## src/rtl/dacw_pkg.sv

```systemverilog
package dacw_pkg;
  localparam int CODE_W = 10;
  localparam int PAD_HI = 4;
  localparam int PAD_LO = 2;
  localparam int WORD_W = PAD_HI + CODE_W + PAD_LO;

  typedef enum logic [2:0] {
    ST_IDLE,
    ST_LEAD,
    ST_HIGH,
    ST_LOW,
    ST_TAIL,
    ST_GAP
  } wr_state_e;

  function automatic logic [WORD_W-1:0] make_word(input logic [CODE_W-1:0] code);
    return {{PAD_HI{1'b0}}, code, {PAD_LO{1'b0}}};
  endfunction
endpackage

```

## src/rtl/dacw_framer.sv

```systemverilog
module dacw_framer
  import dacw_pkg::*;
#(
  parameter int N_DEV = 2,
  localparam int FRAME_W = WORD_W * N_DEV
) (
  input  logic [CODE_W*N_DEV-1:0] codes,
  output logic [FRAME_W-1:0]      frame
);
  // Converter N_DEV-1 occupies the top word and therefore leaves first.
  for (genvar g = 0; g < N_DEV; g++) begin : g_word
    assign frame[g*WORD_W +: WORD_W] = make_word(codes[g*CODE_W +: CODE_W]);
  end
endmodule

```

## src/rtl/dacw_sequencer.sv

```systemverilog
module dacw_sequencer
  import dacw_pkg::*;
#(
  parameter int N_DEV   = 2,
  parameter int CLK_DIV = 2,
  parameter int CS_GAP  = 3,
  localparam int FRAME_W = WORD_W * N_DEV,
  localparam int BIT_W   = $clog2(FRAME_W),
  localparam int CNT_MAX = (CLK_DIV > CS_GAP) ? CLK_DIV : CS_GAP,
  localparam int CNT_W   = $clog2(CNT_MAX + 1)
) (
  input  logic               clk,
  input  logic               rst_n,
  input  logic               start,
  input  logic [FRAME_W-1:0] frame_in,
  output logic               busy,
  output logic               done,
  output logic               cs_n,
  output logic               sclk,
  output logic               mosi,
  output logic               rise_stb,
  output logic               end_stb,
  output logic [FRAME_W-1:0] sent_frame
);
  localparam logic [CNT_W-1:0] DIV_LAST = CNT_W'(CLK_DIV - 1);
  localparam logic [CNT_W-1:0] GAP_LAST = CNT_W'(CS_GAP - 1);
  localparam logic [BIT_W-1:0] BIT_LAST = BIT_W'(FRAME_W - 1);

  wr_state_e          state;
  logic [CNT_W-1:0]   cnt;
  logic [BIT_W-1:0]   bit_idx;
  logic [FRAME_W-1:0] shift_q;
  logic [FRAME_W-1:0] frame_q;
  logic               phase_end;

  assign phase_end  = (cnt == DIV_LAST);
  assign busy       = (state != ST_IDLE);
  assign rise_stb   = ((state == ST_LEAD) || (state == ST_LOW)) && phase_end;
  assign end_stb    = (state == ST_TAIL) && phase_end;
  assign sent_frame = frame_q;

  always_ff @(posedge clk or negedge rst_n) begin
    if (!rst_n) begin
      state   <= ST_IDLE;
      cnt     <= '0;
      bit_idx <= '0;
      shift_q <= '0;
      frame_q <= '0;
      cs_n    <= 1'b1;
      sclk    <= 1'b0;
      mosi    <= 1'b0;
      done    <= 1'b0;
    end else begin
      done <= 1'b0;
      unique case (state)
        ST_IDLE: begin
          if (start) begin
            frame_q <= frame_in;
            shift_q <= frame_in;
            mosi    <= frame_in[FRAME_W-1];
            cs_n    <= 1'b0;
            cnt     <= '0;
            bit_idx <= '0;
            state   <= ST_LEAD;
          end
        end
        ST_LEAD, ST_LOW: begin
          if (phase_end) begin
            cnt   <= '0;
            sclk  <= 1'b1;
            state <= ST_HIGH;
          end else begin
            cnt <= cnt + 1'b1;
          end
        end
        ST_HIGH: begin
          if (phase_end) begin
            cnt  <= '0;
            sclk <= 1'b0;
            if (bit_idx == BIT_LAST) begin
              state <= ST_TAIL;
            end else begin
              bit_idx <= bit_idx + 1'b1;
              shift_q <= {shift_q[FRAME_W-2:0], 1'b0};
              mosi    <= shift_q[FRAME_W-2];
              state   <= ST_LOW;
            end
          end else begin
            cnt <= cnt + 1'b1;
          end
        end
        ST_TAIL: begin
          if (phase_end) begin
            cnt   <= '0;
            cs_n  <= 1'b1;
            state <= ST_GAP;
          end else begin
            cnt <= cnt + 1'b1;
          end
        end
        ST_GAP: begin
          if (cnt == GAP_LAST) begin
            cnt   <= '0;
            done  <= 1'b1;
            state <= ST_IDLE;
          end else begin
            cnt <= cnt + 1'b1;
          end
        end
        default: state <= ST_IDLE;
      endcase
    end
  end
endmodule

```

## src/rtl/dacw_readback.sv

```systemverilog
module dacw_readback
  import dacw_pkg::*;
#(
  parameter int N_DEV    = 2,
  parameter bit CHECK_EN = 1'b1,
  localparam int FRAME_W = WORD_W * N_DEV
) (
  input  logic               clk,
  input  logic               rst_n,
  input  logic               rise_stb,
  input  logic               end_stb,
  input  logic               miso,
  input  logic [FRAME_W-1:0] sent_frame,
  output logic               mismatch
);
  if (CHECK_EN) begin : g_check
    logic [FRAME_W-1:0] rx_q;
    logic [FRAME_W-1:0] prev_q;
    logic               have_prev;

    always_ff @(posedge clk or negedge rst_n) begin
      if (!rst_n) begin
        rx_q      <= '0;
        prev_q    <= '0;
        have_prev <= 1'b0;
        mismatch  <= 1'b0;
      end else begin
        if (rise_stb) rx_q <= {rx_q[FRAME_W-2:0], miso};
        if (end_stb) begin
          mismatch  <= have_prev && (rx_q != prev_q);
          prev_q    <= sent_frame;
          have_prev <= 1'b1;
        end
      end
    end
  end else begin : g_nocheck
    assign mismatch = 1'b0;
  end
endmodule

```

## src/rtl/dac_chain_writer.sv

```systemverilog
module dac_chain_writer
  import dacw_pkg::*;
#(
  parameter int N_DEV    = 2,
  parameter int CLK_DIV  = 2,
  parameter int CS_GAP   = 3,
  parameter bit CHECK_EN = 1'b1,
  localparam int FRAME_W = WORD_W * N_DEV
) (
  input  logic                    clk,
  input  logic                    rst_n,
  input  logic                    start,
  input  logic [CODE_W*N_DEV-1:0] codes,
  output logic                    busy,
  output logic                    done,
  output logic                    mismatch,
  output logic                    cs_n,
  output logic                    sclk,
  output logic                    mosi,
  input  logic                    miso
);
  logic [FRAME_W-1:0] frame;
  logic [FRAME_W-1:0] sent_frame;
  logic               rise_stb;
  logic               end_stb;

  dacw_framer #(.N_DEV(N_DEV)) u_framer (
    .codes (codes),
    .frame (frame)
  );

  dacw_sequencer #(.N_DEV(N_DEV), .CLK_DIV(CLK_DIV), .CS_GAP(CS_GAP)) u_seq (
    .clk        (clk),
    .rst_n      (rst_n),
    .start      (start),
    .frame_in   (frame),
    .busy       (busy),
    .done       (done),
    .cs_n       (cs_n),
    .sclk       (sclk),
    .mosi       (mosi),
    .rise_stb   (rise_stb),
    .end_stb    (end_stb),
    .sent_frame (sent_frame)
  );

  dacw_readback #(.N_DEV(N_DEV), .CHECK_EN(CHECK_EN)) u_rb (
    .clk        (clk),
    .rst_n      (rst_n),
    .rise_stb   (rise_stb),
    .end_stb    (end_stb),
    .miso       (miso),
    .sent_frame (sent_frame),
    .mismatch   (mismatch)
  );
endmodule

```

## config.mk

```make
export PLATFORM = sky130hd
export DESIGN_NAME = dac_chain_writer
export DESIGN_NICKNAME = d
export VERILOG_FILES = /design/src/rtl/dacw_pkg.sv /design/src/rtl/dacw_framer.sv /design/src/rtl/dacw_sequencer.sv /design/src/rtl/dacw_readback.sv /design/src/rtl/dac_chain_writer.sv
export SDC_FILE = /design/constraint.sdc
export NUM_CORES = 1
export LEC_CHECK = 0
export BUFFER_PORTS_ARGS = -buffer_cell sky130_fd_sc_hd__clkbuf_2
export CORE_MARGIN = 3
export CORE_UTILIZATION = 51
export CTS_CLUSTER_DIAMETER = 60
export DETAILED_ROUTE_END_ITERATION = 8
export HOLD_SLACK_MARGIN = 0.05
export PLACE_DENSITY = 0.71
export SLEW_MARGIN = 10
export SYNTH_ARGS = -nofsm -noshare
export SYNTH_HDL_FRONTEND = slang
export SYNTH_HIERARCHICAL = 1
export SYNTH_SLANG_ARGS = --single-unit
```

## constraint.sdc

```tcl
create_clock -name clk -period 1.9 [get_ports clk]
set_input_delay 0.38 -clock clk [delete_from_list [all_inputs] [get_ports clk]]
set_output_delay 0.38 -clock clk [all_outputs]
set_load 0.01 [all_outputs]
```

-- Word level (Yosys, flattened, before mapping)
Index checks and enable logic that the tools add are counted.
W data, S select, Z words.
- latch bits: 0
- RAM bits: 0
- logic and storage cells: 77
- register bits: 119
- ROM bits: 0
- memories: 0
- divide/modulo/power cells: 0
- muxes and demuxes: 29
- magnitude comparators: 0
- reductions and logical operators: 18
- add/subtract/negate cells: 2
- $mul: 0
- equal/unequal tests: 15
- bitwise gates (word level): 0
- shift operators: 0
- operators with widths (cell ; count):
    $mux W31 ; 3
    $pmux W31 S2 ; 1
    $ne A32 B28 Y1 ; 1
    $mux W3 ; 6
    $mux W5 ; 3
    $pmux W3 S5 ; 1
    $pmux W5 S2 ; 1
    $ne A2 B1 Y1 const B ; 4
    $mux W1 ; 7
    $eq A3 B2 Y1 const B ; 2
    $eq A3 B3 Y1 const B ; 2
    $mux W2 ; 3
    $pmux W1 S2 ; 3
    $pmux W2 S3 ; 1
    $reduce_and A3 Y1 ; 2
    $reduce_bool A2 Y1 ; 3
    $reduce_bool A3 Y1 ; 2
    $add A5 B1 Y5 const B ; 1
    $eq A5 B5 Y1 const B ; 1
    $reduce_and A5 Y1 ; 1
    $ne A2 B2 Y1 const B ; 2
    $reduce_and A2 Y1 ; 2
    $reduce_and A4 Y1 ; 1
    $reduce_or A4 Y1 ; 1
    other kinds (8) ; 10

-- Longest topological paths before layout
Gate-level depths: netlist (run 1).
- word-level depth: 4
- gate-level depth with buffers: 8

-- Modules after synthesis
The synthesis (run 1) kept the hierarchy.
- modules (own cells, without submodules) (module ; area an instance (µm²) ; instances ; cells each ; seq. area each (µm²)):
    dacw_sequencer ; 3519.6 ; 1 ; 253 ; 1928.1
    dacw_readback ; 2782.7 ; 1 ; 184 ; 1651.6
    dacw_framer ; 244.0 ; 1 ; 33 ; 0.0

-- Worst setup path after synthesis (run 1)
Ideal clock, no wire load.
- kind: register to register
- start point: register u_seq.bit_idx[0]
- end point: register u_seq.shift_q[10]
- setup time: 0.127 ns
- required time: 1.773 ns
- buffers on the path: 2
- arrival time: 1.840 ns
- stages on the path, launching flop included: 9
- setup slack: -0.067 ns
- path through: dfrtp_1 -> ha_1 -> and3_1 -> ha_1 -> nor2_1 -> a21o_1 -> buf_4 -> buf_6 -> mux2_1
- cells in the longest elaborated chain, start to end: 3
- ends and longest elaborated chain (element ; RTL line ; text):
    start: declaration ; dacw_sequencer.sv:31 ; logic [BIT_W-1:0] bit_idx;
    start signal: assignment ; dacw_sequencer.sv:83 ; bit_idx <= bit_idx + 1'b1;
    $eq A5 B5 Y1 ; dacw_sequencer.sv:80 ; if (bit_idx == BIT_LAST) begin
    $ne A2 B2 Y1 (no source line) ; - ;
    $reduce_and A4 Y1 (no source line) ; - ;
    end signal: assignment ; dacw_sequencer.sv:59 ; shift_q <= frame_in;
    end signal: assignment ; dacw_sequencer.sv:84 ; shift_q <= {shift_q[FRAME_W-2:0], 1'b0};
    end: declaration ; dacw_sequencer.sv:32 ; logic [FRAME_W-1:0] shift_q;
Every way passes these cells.
A chain may end at the register's enable or synchronous reset.

-- Worst setup path in the final report (run 1)
- start point: register u_seq.bit_idx[0]
- end point: register u_seq.shift_q[20]
The elaborated chain is that of the path after synthesis.

==> flow_summary.toml, run 1 <==
[routing]
drt_iter0_drc = 197
via_per_inst = 5.29
vias = 3650
wl_mm = 12.3
detail-route-antenna-nets = 0
route.detailed.drc = 0
drtPass1Iterations = 4
routedWlPerCell_microns = 17.9

[layout]
fin_area_sq_mm = 0.00780
regArea_sq_mm = 0.00358
multi_input_area_sq_mm = 0.00278
insertedDiodeCount = 0
drive_above_1_share_pct = 50.4
nNetsFinal = 535
n_fill_cell = 930
final_cells = 690
syn_to_final_growth_pct = 19.1

[cts]
cts_buffer_depth = 2
cts_tree = "done"
cts_max_level = 4
cts-root-buf = "clkbuf_16"
cts_made_buffers = 17
clock_latency_ps = 420
clock-sinks = 143
clkTransAtPathRegs_ps = 60

[run]
cap_violations = 0

[power_and_ir_drop]
worst_ir_drop_vdd_uv = 687
power_leakage_nw = 3.75
p_clk_share_pct = 27.4
p_per_area_mw_per_mm2 = 1560
p_int_mw = 8.68
combPwrFrac_pct = 34.3
power.share.switching_pct = 28.5
p_total_mw = 12.1
power_switching_mw = 3.47
p_seq_share_pct = 38.3

[die]
io_pins = 30
start_util_pct = 53.4
die_x_microns = 119
rows = 40
fp.dieH_microns = 119
core_sq_mm = 0.0123
design.die.area_sq_mm = 0.0142

[critical_path]
worst_setup_path_start_kind = "flop"
worst_setup_path_end_kind = "flop"
required_ps = 2200
critPathKind = "flop to flop"
worst_ep_arrival_time_ps = 2210
path_max_fanout = 5

[synth]
yosys_warnings = 6
yosysTopAreaCell = "dfrtp_1"
synth.area.top_cells = "dfrtp_1 (54%), mux2_2 (22%), mux2_1 (4.8%)"
synth.yosys.seq_area_share_pct = 54.7
synth_edf_count = 0
yosysMostFrequentCell = "dfrtp_1"
async_flop_share_pct = 100
syn_inst = 470
synth_top_cell_area_share_pct = 54.3
ys_ff_latch = 143
synth-main-ff-cell = "dfrtp_1"
avgSynthCellArea_sq_um = 13.9
synthTopCellsByCount = "dfrtp_1 (142), mux2_2 (130), buf_4 (33)"
synthesis.area_sq_mm = 0.00655
synth_cell_types = 43

[sta]
fin_setup_tns_ps = -39.9
finalHoldViolCount = 0
setup_viol = 6
min_period_ps = 1910
rsz0062_at_grt = "yes"
skew_ps = 6.18
timing.final.crit_share_pct = 101
max_freq_mhz = 523
setup_ws_ps = -10.9
timing.final.max_slew_violations = 0

[place]
dpl_cell_area_sq_mm = 0.00688
dp_hpwl_mm = 7.84
io_buffers = 29
dp_slack_ps = -90.0
gp_congestion = 0.848
place_inst = 648

[global_routing]
gr-usage-all-layers_pct = 18.2
grt_pass1_vias = 3974
grt_pass1_wl_mm = 20.2
grt_antenna_before_repair = 0
grt_overflow = 0
grt_max_degree = 49

[outcome]
outcome = "finished with violations"
failed_checks = "setup timing"

[hold_path]
min_path_type = "input port to flop"
[per-stage QoR]
stage	util [%]	hold WS, ps
finish	63.6	182
CTS	62.5	167
floorplan	-	84.4
global placement	56.1	352
detailed placement	56.1	356
global route	63.6	179
[path summary, 6_finish.rpt]
kind | slack [ps] | start | cells after the start | to
max | -10 | u_seq/bit_idx[0] | 8 | u_seq/shift_q[20]
max reg2reg | -10 | u_seq/bit_idx[0] | 8 | u_seq/shift_q[20]
max in group asynchronous | 780 | rst_n | 3 | u_seq/cs_n
min | 180 | miso | 2 | u_rb/g_check.rx_q[0]
min reg2reg | 470 | u_rb/g_check.have_prev | 1 | u_rb/g_check.have_prev
min in group asynchronous | 460 | rst_n | 2 | u_seq/sent_frame[26]
[state kept, by name (all words and copies together), names as in the netlist]
register,count
u_seq/mosi,1
u_rb/g_check.have_prev,1
u_seq/bit_idx,5
u_seq/done,1
u_rb/g_check.rx_q,32
u_seq/state,3
u_seq/sclk,1
u_seq/sent_frame,32
u_seq/shift_q,31
u_seq/cnt,2
u_rb/mismatch,1
u_rb/g_check.prev_q,32
u_seq/cs_n,1
[power by group through the flow]
stage | Clock (mW) | Combinational, mW | Sequential (mW)
detailed placement | 0 | 3.19 | 4.65
global placement | 0 | 3.05 | 4.60
floorplan | 0 | 2.42 | 4.46
finish | 3.33 | 4.16 | 4.65
global route | 3.53 | 4.45 | 4.77
CTS | 3.41 | 3.66 | 4.62
[area by class of cell]
| class | count | share of cell area (%) |
|---|---|---|
| repair buffers | 64 | 7.78 |
| clock buffers | 19 | 5.55 |
| inverters | 7 | 0.337 |
| multi-input cells | 276 | 35.6 |
| well taps | 168 | 2.70 |
| flip-flops and latches | 143 | 45.9 |
| clock inverters | 13 | 2.13 |
[worst max-delay path, stage by stage (launching register included)]
cell,delay (ps)
dfrtp_1,400
ha_2,200
and3_4,180
ha_4,170
nor2_4,90
a21o_4,150
buf_12,140
clkbuf_16,160
mux2_4,290
[cells in the final DEF (no fill, tap or decap), types with 4 or more instances in the layout]
| cell type | instances |
|---|---|
| nand2b_1 | 4 |
| clkbuf_2 | 28 |
| conb_1 | 12 |
| buf_12 | 9 |
| clkinvlp_4 | 6 |
| a21oi_1 | 6 |
| clkbuf_16 | 18 |
| nand2_1 | 7 |
| dfrtp_1 | 142 |
| buf_4 | 21 |
| mux2_2 | 125 |
| mux2_4 | 31 |
| nor4_1 | 8 |
| o21ai_0 | 5 |
| xor2_1 | 32 |
| nor2b_1 | 4 |
| inv_1 | 7 |
[kinds of logic (layout without fill, tap and decap cells)]
kind of cell / after synthesis / in the layout / synth area share, %
multiplexers: 161 / 161 / 27.6
flip-flops: 143 / 143 / 54.7
buffers and inverters: 62 / 103 / 6.08
AND/OR/NAND/NOR: 45 / 45 / 4.45
XOR/XNOR: 32 / 32 / 4.28
AO/OA/AOI/OAI: 24 / 24 / 2.43
adder cells (fa/ha/maj): 2 / 2 / 0.382
other: 1 / 12 / 0.0573
[routing by layer]
layer  vias to the layer above  share of wire [%]  global-route usage (%)  routed length [microns]
li1                       1696                  -                       -                        -
met1                      1878                 47                    24.1                     5850
met2                        56                 48                    28.6                     5980
met3                        20                2.8                    5.37                      349
met4                         0                1.3                    6.16                      164
met5                         -                  0                       0                        0
[timing repair]
action / 4_1_cts / 5_1_grt
pin swaps: 3 / 3
hold buffers: 1 / 0
gates resized for setup: 14 / 27
gates cloned: 3 / 1
setup buffers: 4 / 1
endpoints found under the hold margin: 42 / 0
setup endpoints to repair: 31 / 33
No activity file was read; power rests on OpenSTA's default activity.
==> run 2: changes to the inputs <==
--- a/config.mk
+++ b/config.mk
@@ -5,12 +5,13 @@
 export SDC_FILE = /design/constraint.sdc
 export NUM_CORES = 1
 export LEC_CHECK = 0
+export ABC_AREA = 1
 export BUFFER_PORTS_ARGS = -buffer_cell sky130_fd_sc_hd__clkbuf_2
 export CORE_MARGIN = 3
 export CORE_UTILIZATION = 51
 export CTS_CLUSTER_DIAMETER = 60
 export DETAILED_ROUTE_END_ITERATION = 8
-export HOLD_SLACK_MARGIN = 0.05
+export HOLD_SLACK_MARGIN = 0.12
 export PLACE_DENSITY = 0.71
 export SLEW_MARGIN = 10
 export SYNTH_ARGS = -nofsm -noshare
==> run 2 against run 1 <==
Against the previous run: the run now ends clean; area after synthesis grew 4.3%; die area is 4.1% higher; core utilization down 4.9 points; clock power is 9.0% lower; fmax is 6.2% higher; sequential power decreased by 34%; count of clock-buffer cells in the layout increased by 4; critical path type unchanged; largest cell class unchanged; largest power group unchanged.
==> flow_summary.toml, run 2 <==
[outcome]
outcome = "completed"

[layout]
final_common_cell = "nand2_1"
drive_above_1_share_pct = 10.9
insertedDiodeCount = 0
n_fill_cell = 1131
nNetsFinal = 896
syn_to_final_growth_pct = 10.7
multi_input_area_sq_mm = 0.00270
final_cell_mix = "nand2_1 (374), dfrtp_1 (142), nand3_1 (109)"
final_cells = 1054
regArea_sq_mm = 0.00358

[critical_path]
worst-path-buf-inv = 1
crit_slowest_cell = "dfrtp_1"
critPathKind = "flop to flop"
path_max_fanout = 18
required_ps = 2260
worst_setup_path_end_kind = "flop"
worst_ep_arrival_time_ps = 2160
cpLargestDelayFamily = "adder cells"
path_cells = "ha_1, nand2_1, nor2_1, ha_1, o21ai_4, buf_4, nand3_1, nand2_1"
max_stage_delay_ps = 410
worst_setup_path_start_kind = "flop"

[routing]
vias = 5230
route.detailed.drc = 0
wl_met1_mm = 6.47
drt_iter0_drc = 425
top_layer = "met4"
via_per_inst = 4.96
routedWlPerCell_microns = 12.7
wl_mm = 13.4
wl_met3_microns = 448
drtPass1Iterations = 5
wl_met2_mm = 6.23
detail-route-antenna-nets = 0

[synth]
synthesis.area_sq_mm = 0.00683
synth_edf_count = 0
avgSynthCellArea_sq_um = 7.92
synth.area.top_cells = "dfrtp_1 (52%), nand2_1 (21%), nand3_1 (8.0%)"
synth_top_cell_area_share_pct = 52.0
synthTopCellsByCount = "nand2_1 (374), dfrtp_1 (142), nand3_1 (109)"
yosysTopAreaCell = "dfrtp_1"
async_flop_share_pct = 100
synth.yosys.seq_area_share_pct = 52.4
syn_inst = 862
synth_cell_types = 29
ys_ff_latch = 143
yosysMostFrequentCell = "nand2_1"
synth-main-ff-cell = "dfrtp_1"
yosys_warnings = 6

[global_routing]
grt_overflow = 0
gr-usage-all-layers_pct = 19.9
grt_pass1_vias = 5065
grt_max_degree = 50
grt_pass1_wl_mm = 23.7
grt_antenna_before_repair = 0

[die]
io_pins = 30
start_util_pct = 53.0
fp.dieH_microns = 122
die_x_microns = 122
core_sq_mm = 0.0129
design.die.area_sq_mm = 0.0148
rows = 41

[sta]
fin_setup_tns_ps = 0
min_period_ps = 1800
setup_viol = 0
timing.final.max_slew_violations = 0
skew_ps = 5.74
timing.final.crit_share_pct = 94.7
finalHoldViolCount = 0
max_freq_mhz = 556
rsz0062_at_grt = "yes"

[cts]
cts_tree = "done"
clock_latency_ps = 420
cts_max_level = 4
clock-sinks = 143
cts_buffer_depth = 2
postCtsSetupBuffers = 0
clkTransAtPathRegs_ps = 60
cts_made_buffers = 17
cts-root-buf = "clkbuf_16"

[power_and_ir_drop]
worst_ir_drop_vdd_uv = 576
p_per_area_mw_per_mm2 = 832
p_total_mw = 6.29
power_leakage_nw = 4.13

[place]
place_inst = 1022
gp_congestion = 0.781
dp_hpwl_mm = 9.04
io_buffers = 29

[hold_path]
min_path_type = "input port to flop"

[run]
cap_violations = 0
==> run 2: cells by family (layout without fill, tap and decap cells) <==
kind of cell / Yosys count / in the layout / share of synthesized area, %
mux: 1 / 1 / 0.165
compound gates: 49 / 49 / 3.81
fa+ha+maj: 2 / 2 / 0.366
buf+inv: 119 / 128 / 9.00
other cells: 1 / 12 / 0.0549
flops: 143 / 143 / 52.4
simple gates: 524 / 524 / 31.2
xor+xnor: 23 / 23 / 2.95
==> run 2: path summary, 6_finish.rpt <==
check	startpoint	end	slack, ps	depth (start not counted)
max	u_seq/bit_idx[0]	u_seq/shift_q[23]	100	8
min	miso	u_rb/g_check.rx_q[0]	170	3
max reg2reg	u_seq/bit_idx[0]	u_seq/shift_q[23]	100	8
min reg2reg	u_seq/sent_frame[8]	u_rb/g_check.prev_q[8]	470	2
max in group asynchronous	rst_n	u_rb/g_check.prev_q[14]	830	3
min in group asynchronous	rst_n	u_rb/g_check.prev_q[21]	480	2
==> run 2: per-stage QoR <==
step | utilization (%) | setup WS (ps) | instance area [sq um] | hold slack, ps
2_1_floorplan | - | 203 | 6870 | 84.4
3_3_place_gp | 54.4 | 156 | 7010 | 360
5_1_grt | 58.7 | -21.2 | 7560 | 205
6_report | 58.7 | 99.9 | 7560 | 169
4_1_cts | 58.6 | 81.9 | 7550 | 155
3_5_place_dp | 54.4 | 100 | 7010 | 357
==> run 2: layer usage <==
layer	vias up	track usage, %
met5	-	0
met4	0	7.91
met3	25	4.36
met2	79	31.6
met1	2447	26.9
li1	2679	-
==> run 2: layout make-up <==
cell class	instances	share of cell area, %
flip-flops and latches	143	47.4
multi-input cells	611	35.7
inverters	44	2.18
clock buffers	23	6.19
repair buffers	53	4.92
clock inverters	8	0.861
well taps	172	2.85
==> run 2: where the power goes <==
part | switching, mW | internal [mW]
sequential | 0.0108 | 3.06
combinational | 0.127 | 0.0618
clock | 1.19 | 1.84
total | 1.32 | 4.96
==> run 2: repair_timing <==
| item | CTS | global route |
|---|---|---|
| hold endpoints to repair | 44 | 0 |
| hold buffers | 1 | 0 |
| endpoints found under the setup margin | 0 | 33 |
| resized for setup | 0 | 1 |
==> run 2: worst register-to-register path, stage by stage, from the launching register on <==
cell and delay (ps):
dfrtp_1 410, ha_1 230, nand2_1 80, nor2_1 50
ha_1 230, o21ai_4 250, buf_4 280, nand3_1 110
nand2_1 90
==> run 3: changes to the inputs <==
--- a/config.mk
+++ b/config.mk
@@ -12,7 +12,7 @@
 export CTS_CLUSTER_DIAMETER = 60
 export DETAILED_ROUTE_END_ITERATION = 8
 export HOLD_SLACK_MARGIN = 0.12
-export PLACE_DENSITY = 0.71
+export PLACE_DENSITY = 0.75
 export SLEW_MARGIN = 10
 export SYNTH_ARGS = -nofsm -noshare
 export SYNTH_HDL_FRONTEND = slang
==> run 3 against run 2 <==
Against the previous run: via count increased by 1.9%; power up 11%; die area stayed put; fmax is 1.8% higher; critical path depth shrank 5; final cell count barely moved; combinational power about the same; design area increased by 2.2%; global-route usage rose by 0.91 points; critical endpoint is now busy; highest routed layer unchanged; register-to-register slack better by 40 ps; clock power grew 22%; count of clock-buffer cells in the layout fell by 5.
==> flow_summary.toml, run 3 (same netlist as run 2, synthesis figures left out) <==
[outcome]
outcome = "completed"

[layout]
final_cell_mix = "nand2_1 (374), dfrtp_1 (142), nand3_1 (109)"
drive_above_1_share_pct = 11.4
nNetsFinal = 896
fin_area_sq_mm = 0.00772
final_core_util_pct = 60.0
final_common_cell = "nand2_1"
insertedDiodeCount = 0
final_cells = 1053
syn_to_final_growth_pct = 13.1

[place]
gp_congestion = 0.811
dp_slack_ps = 76.6
dpl_cell_area_sq_mm = 0.00698
place_inst = 1018
io_buffers = 29
dp_hpwl_mm = 8.77

[sta]
finalHoldViolCount = 0
fin_setup_tns_ps = 0
setup_ws_ps = 131
timing.final.max_slew_violations = 0
min_period_ps = 1770
skew_ps = 6.71
timing.final.crit_share_pct = 93.1
rsz0062_at_grt = "no"
setup_viol = 0
max_freq_mhz = 565
whs_ps = 176

[critical_path]
required_ps = 1520
worst_ep_arrival_time_ps = 1390
max_stage_delay_ps = 450
critPathKind = "flop to output pin"
worst_setup_path_end_kind = "output pin"
worst_setup_path_start_kind = "flop"
path_max_fanout = 6
crit_slowest_cell = "dfrtp_1"
path_cells = "nor2_1, nand2_2, clkbuf_2"

[die]
die_x_microns = 122
core_sq_mm = 0.0129
io_pins = 30
start_util_pct = 53.0
design.die.area_sq_mm = 0.0148
rows = 41
fp.dieH_microns = 122

[cts]
cts_max_level = 4
cts_made_buffers = 17
cts_tree = "done"
cts-root-buf = "clkbuf_16"
clkTransAtPathRegs_ps = 60
cts_buffer_depth = 2
clock_latency_ps = 420
clock-sinks = 143

[routing]
route.detailed.drc = 0
vias = 5329
drt_iter0_drc = 409
drtPass1Iterations = 6
via_per_inst = 5.06
routedWlPerCell_microns = 13.6
detail-route-antenna-nets = 0
wl_mm = 14.3

[global_routing]
grtUsageMet1_pct = 27.6
use_met2_pct = 33.3
grt_overflow = 0
grt_pass1_vias = 5263
grt_antenna_before_repair = 0
gr-usage-all-layers_pct = 20.8
met3_usage_pct = 6.17
grt_pass1_wl_mm = 24.7
grt_max_degree = 41
grt-busiest-layer = "met2"

[hold_path]
min_path_type = "input port to flop"

[power_and_ir_drop]
power_leakage_nw = 4.19
worst_ir_drop_vdd_uv = 613
p_per_area_mw_per_mm2 = 902
p_total_mw = 6.97

[run]
cap_violations = 0
run 3: cell types whose count changed in the layout (fill, tap and decap cells not counted), sizes merged:
cell / change
clkinv: -2
nand2: +1
buf: -2
bufinv: +5
clkinvlp: +1
clkbuf: -4
run 3: layout make-up:
class / instances / area [sq um]
fill: 1096 / 5150
sequential: 143 / 3580
multi-input combinational: 612 / 2710
clock buffer: 18 / 439
timing repair buffer: 52 / 398
clock inverter: 12 / 216
tap: 172 / 215
inverter: 44 / 165
run 3: routing by layer:
metal  up-vias  share of wire (%)
li1       2675                  -
met4         0                1.4
met1      2513                 45
met2       124                 49
met5         -                  0
met3        17                4.4
run 3: worst paths after layout:
check / from / endpoint / slack, ps / depth (start not counted)
max in group asynchronous: rst_n / u_seq/shift_q[14] / 870 / 3
min in group asynchronous: rst_n / u_seq/cnt[1] / 440 / 2
max reg2reg: u_seq/cnt[1] / u_seq/shift_q[26] / 140 / 8
min reg2reg: u_seq/sent_frame[21] / u_seq/sent_frame[21] / 470 / 2
max: u_seq/state[1] / busy / 130 / 3
min: miso / u_rb/g_check.rx_q[0] / 180 / 3
run 3: power by group:
part | total, mW | leakage, nW | internal, mW | switching (mW)
Combinational | 0.191 | 1.92 | 0.0618 | 0.129
Sequential | 3.07 | 1.94 | 3.06 | 0.0113
Clock | 3.71 | 0.321 | 2.47 | 1.24
run 3: worst max-delay path, delay by kind of cell, from the launching register on:
kind          cells  cell delay (ps)
buf+inv           1              160
simple gates      2              360
flops             1              450
run 3: timing repair:
action / CTS / global route
endpoints found under the setup margin: 0 / 39
setup buffers: 0 / 2
resized for setup: 0 / 3
hold buffers: 1 / 0
endpoints found under the hold margin: 35 / 0
